### src/rtl/sclk_two_stage_div.sv
module sclk_two_stage_div #(
  parameter int DW = 8
) (
  input  logic          clk_i,
  input  logic          rst_ni,
  input  logic          en_i,
  input  logic [DW-1:0] pre_div_i,
  input  logic [DW-1:0] post_div_i,
  output logic          tick_o,
  output logic          period_o
);

  logic [DW-1:0] pre_half, half_m1;
  logic [DW-1:0] pre_cnt, post_cnt;
  logic          pre_hit, post_hit, hit, phase_q;

  assign pre_half = pre_div_i >> 1;
  assign half_m1  = (pre_half == '0) ? '0 : pre_half - 1'b1;
  assign pre_hit  = pre_cnt >= half_m1;
  assign post_hit = post_cnt >= post_div_i;
  assign hit      = en_i & pre_hit & post_hit;

  always_ff @(posedge clk_i or negedge rst_ni) begin
    if (!rst_ni) begin
      pre_cnt  <= '0;
      post_cnt <= '0;
      phase_q  <= 1'b0;
      tick_o   <= 1'b0;
      period_o <= 1'b0;
    end else if (!en_i) begin
      pre_cnt  <= '0;
      post_cnt <= '0;
      phase_q  <= 1'b0;
      tick_o   <= 1'b0;
      period_o <= 1'b0;
    end else begin
      tick_o   <= hit;
      period_o <= hit & phase_q;
      if (hit) phase_q <= ~phase_q;
      if (pre_hit) begin
        pre_cnt  <= '0;
        post_cnt <= post_hit ? '0 : post_cnt + 1'b1;
      end else begin
        pre_cnt  <= pre_cnt + 1'b1;
      end
    end
  end

  a_r6_idle_quiet: assert property (@(posedge clk_i) disable iff (!rst_ni)
    !en_i |=> (!tick_o && !period_o));

  a_r6_no_tick_at_enable: assert property (@(posedge clk_i) disable iff (!rst_ni)
    $rose(en_i) |-> !tick_o);

  a_r7_period_on_tick: assert property (@(posedge clk_i) disable iff (!rst_ni)
    period_o |-> tick_o);

  a_r7_period_alternates: assert property (@(posedge clk_i) disable iff (!rst_ni)
    period_o |=> !period_o);

  a_r2_full_rate: assert property (@(posedge clk_i) disable iff (!rst_ni)
    ($past(rst_ni) && $past(en_i) && $past(half_m1 == '0) && $past(post_div_i == '0))
      |-> tick_o);

endmodule

### config.mk
export PLATFORM = sky130hd
export DESIGN_NAME = sclk_two_stage_div
export DESIGN_NICKNAME = d
export VERILOG_FILES = /design/src/rtl/sclk_two_stage_div.sv
export SDC_FILE = /design/constraint.sdc
export NUM_CORES = 1
export LEC_CHECK = 0
export BUFFER_PORTS_ARGS = -buffer_cell sky130_fd_sc_hd__buf_2
export CELL_PAD_IN_SITES_DETAIL_PLACEMENT = 1
export CELL_PAD_IN_SITES_GLOBAL_PLACEMENT = 1
export CORE_UTILIZATION = 46
export DETAILED_ROUTE_END_ITERATION = 8
export PLACE_DENSITY_LB_ADDON = 0.1
export SLEW_MARGIN = 20
export SYNTH_ARGS = -nofsm -noshare
export SYNTH_HDL_FRONTEND = slang
export SYNTH_SLANG_ARGS = --single-unit
### constraint.sdc
create_clock -name clk_i -period 3.05 [get_ports clk_i]
set_clock_uncertainty 0.2 [all_clocks]
set_input_delay 0.305 -clock clk_i [delete_from_list [all_inputs] [get_ports clk_i]]
set_output_delay 0.305 -clock clk_i [all_outputs]
set_load 0.02 [all_outputs]
## Word-level counts from Yosys, hierarchy flattened

Index checks and enable logic that the tools add are counted.

- Memories: 0
- Output and inout bits: 2
- Latch bits: 0
- Word-level logic and storage cells: 27
- RAM bits: 0
- Register bits after elaboration: 19
- Bits in read-only memories: 0

- Add/subtract/negate cells: 3
- Shifts and indexed selects: 0
- Bitwise operators: 4
- Order comparisons: 2
- Muxes and demuxes: 10
- Eq/ne operators: 2
- $mul: 0
- Reductions and logical operators: 1
- Divide/modulo/power cells: 0

Operators with widths:

| operator | number |
|---|---|
| $mux W8 | 6 |
| $add A8 B1 Y8 const B | 2 |
| $ge A8 B8 Y1 | 2 |
| $logic_not A8 Y1 | 1 |
| $sub A7 B1 Y8 const B | 1 |
| $mux W1 | 4 |
| $ne A2 B1 Y1 const B | 2 |
| $and A1 B1 Y1 | 3 |
| $not A1 Y1 | 1 |

## Logic depth before layout (Yosys ltp)

- Word-level depth: 7
- Mapped depth: 12

## Worst setup path before layout

Ideal clock, no wire load.

- Kind: input to register
- From: input pre_div_i[7]
- To: register post_cnt[2]
- Arrival time: 2402 ps
- Setup time: 82 ps
- Path slack: 366 ps
- Cell stages on the path: 10
- Path through: nor4_1 > nand3b_1 > and2_1 > ha_1 > nand2b_4 > a2111oi_4 > o311a_4 > buf_6 > nand2_1 > a31oi_1

- Cells in the longest elaborated chain, start to end: 4

Ends and longest elaborated chain:

| what | RTL line | RTL |
|---|---|---|
| from (decl) | 7 | `input logic [DW-1:0] pre_div_i,` |
| $sub A7 B1 Y8 or $logic_not A8 Y1 (tied branches) | 18 | `assign half_m1 = (pre_half == '0) ? '0 : pre_half - 1'b1;` |
| $mux W8 * | 18 |  |
| $ge A8 B8 Y1 * | 19 | `assign pre_hit = pre_cnt >= half_m1;` |
| $ne A2 B1 Y1 (no source line) * | - |  |
| to (signal assigned) | 42 | `post_cnt <= post_hit ? '0 : post_cnt + 1'b1;` |
| to (decl) | 14 | `logic [DW-1:0] pre_cnt, post_cnt;` |

Mark *: on every way between the ends. The rest lies on a longest branch, timed or not.
A chain may end at the register's enable or synchronous reset.

## Final worst setup path

- From: input pre_div_i[6]
- To: register post_cnt[7]

The elaborated chain is that of the path after synthesis.

==> summary.md <==
| Metric | Value |
|---|---|
| Final ANT Viol Nets | 0 |
| # nets final | approximately 220 |
| Hold WC Path Type | in -> reg |
| Syn avg cell area | ~9 sq um |
| Synth top cells by count | dfrtp_1 (19), ha_1 (19), nand2_1 (17) |
| First-pass GRT wire length | approximately 5600 um |
| Max Slew Vio Count | 0 |
| Final std cell area, no fill | roughly 1600 sq um |
| Post-synthesis net count | a little under 200 |
| Setup WS post-layout | 480 ps |
| Initial antenna violation count | 0 |
| CTS tree | done |
| Placeable Area | between 2000 and 3000 sq um |
| Failing checks | design-rule violations |
| Starting DRT DRC Count | 66 |
| CP Data Arrival Time | between 2000 and 3000 ps |
| Synth area leader | dfrtp_1 |
| Req. time, crit path | 3050 ps |
| GRT Total Usage | a little over a fifth |
| Post-Synthesis Cells | 160 |
| Vias | 1203 |
| P per Cell Area | ~300 nW/um^2 |
| Routability cong. | just under 0.8 |
| Setup TNS | 0 ps |
| Endpoints failing setup | 0 |
| Clk slew on worst S/H paths | roughly 110 ps |
| Initial Util | roughly 51% |
| Drc violations | 4 |
| Met2 usage | between 30% and 40% |
| Asr flop ratio synth | 100% |
| CTS buffer count | 3 |
| Critical Path End Type | flop |
| Share of the synthesized area in the top cell type | 33.0% |
| Status | finished with violations |
| Syn-to-layout area delta | 11.4% |
| Slew @ Worst Pin | 444 ps |
| Total wire length | approximately 3100 um |
| Vias per cell | 5.62 |
| First-pass iteration count of the detailed router | 6 |
| Met1 usage | between 30% and 40% |
| Max Freq | slightly below 0.4 GHz |
| Synth area leaders | dfrtp_1 (33%), ha_1 (16%), nand2_1 (4.4%), a21oi_1 (3.8%), xor2_1 (3.6%) |
| DP Wirelength | ~2400 um |
| DP Worst Slack | between 100 and 150 ps |
| Period minus WS final | ~2600 ps |
| Unrepaired setup endpoints after global routing | no |
| Final hold violation count | 0 |
| Total grt overflow | 0 |
| Layout cells sized above 1 | a little under a fifth |
| Post-synthesis sequential area ratio | 33.0% |
| Port Buffers | 19 |
| CP max FO | 15 |
| Ys flop type | dfrtp_1 |
| Clk_lat worst skew | approximately 310 ps |
| Vias in the first global route | between 1000 and 1500 |
| Sink Count | 19 |
| Startpoint type of the worst setup path | input pin |
| GR Layer Usage met3 | around 1.3% |
| Crit Path Class | in -> reg |
| Synth Warn # | 0 |
| H-Tree Level Count | 1 |
| Total power | roughly 0.00048 W |
| Seq cells post-synth | 19 |
| Die X | 58 um |
| Slew HR | between 70% and 80% |
| Synth Cell Area | 1440 sq um |
| Wire per inst | approximately 15 um |
| Largest net degree at the start of global routing | 20 |
| Number of max-cap violations | 0 |
| Synth unique cells | 38 |
| GRT Max-Usage Layer | met2 |
| Clk buf depth | 2 |
| Die height | roughly 58 um |
| Die ar. | roughly 3400 sq um |
| Max VDD drop | 0.000228 V |
| Number of flops mapped to enable cells by yosys | 0 |
| Number of core rows | 19 |
| CTS root buf | clkbuf_4 |
| I/O Pins | 21 |
| Dpl cell area | about 1600 sq um |
| Leakage | approximately 0.79 nW |
| Diode count | 0 |
| Final worst-path cycle share | ~84% |
==> report_power, final <==
part	internal, W	switching [W]
clock	0.0000511	0.0000784
combinational	0.0000431	0.0000481
sequential	0.000256	0.00000733
==> state kept, by name, indices dropped and copies added, names as in the netlist <==
| signal | count |
|---|---|
| period_o | 1 |
| post_cnt | 8 |
| tick_o | 1 |
| pre_cnt | 8 |
| phase_q | 1 |
==> kinds of logic after synthesis <==
family / after synthesis / share of synthesized area, %
XOR/XNOR: 8 / 4.86
multiplexers: 1 / 0.694
AND/OR/NAND/NOR: 70 / 25.8
AO/OA/AOI/OAI: 27 / 14.4
flip-flops: 19 / 33.0
adder cells (fa/ha/maj): 19 / 16.5
buffers and inverters: 16 / 4.77
==> critical path, stage by stage <==
cell,delay (ps)
buf_2,120
nor4_1,360
nand3b_1,210
and2_1,210
ha_1,260
nand2b_4,150
a2111oi_4,350
o311a_4,310
nand2b_4,200
o32ai_2,100
==> stage by stage <==
step,hold slack (ps),cells,utilization [%]
detailed placement,68.4,209,55.1
floorplan,-191,160,-
CTS,151,214,56.4
finish,154,214,56.4
global route,172,214,56.4
global placement,57.8,209,55.1
==> worst paths after layout <==
| kind | cells past startpoint | end | startpoint | slack (ps) |
|---|---|---|---|---|
| worst min-delay path | 3 | post_cnt[4] | en_i | 150 |
| worst max-delay path | 10 | post_cnt[7] | pre_div_i[6] | 480 |
| max in group asynchronous | 2 | pre_cnt[4] | rst_ni | 2090 |
| worst min register to register | 1 | period_o | phase_q | 310 |
| worst max register to register | 7 | post_cnt[7] | pre_cnt[0] | 800 |
| min in group asynchronous | 2 | post_cnt[5] | rst_ni | 250 |
==> placed cells by master, fill, tap and decap left out, types with 2 or more instances in the layout <==
cell type / instances
or2_2: 3
o21a_1: 2
clkbuf_4: 3
dfrtp_1: 19
nand2_1: 17
nand3b_1: 3
ha_1: 19
o21ai_0: 2
nand2b_1: 3
a21oi_1: 11
buf_4: 2
nor2_1: 13
nand3_1: 10
and3_1: 3
inv_1: 13
buf_2: 19
nor3_1: 3
nand2b_4: 2
xnor2_1: 2
or3_1: 4
o22ai_1: 4
xor2_1: 6
nor4_1: 2
and2_1: 2
==> what timing repair did <==
action | in CTS | in global routing
setup buffers | 0 | 0
endpoints found under the hold margin | 19 | 0
hold buffers | 1 | 0
gates resized for setup | 0 | 0
==> area by class of cell <==
cell class              instances  area, sq um
flip-flops and latches         19          475
fillers                       370         1240
multi-input cells             125          898
inverters                      13         48.8
clock buffers                   4         26.3
repair buffers                 22          120
well taps                      31         38.8
==> metal layers <==
layer / part of all wire (%) / up-vias
li1: - / 611
met1: 52 / 563
met2: 43 / 24
met3: 2.9 / 5
met4: 2.1 / 0
met5: 0 / -
Power figures use the tool's default switching activity.
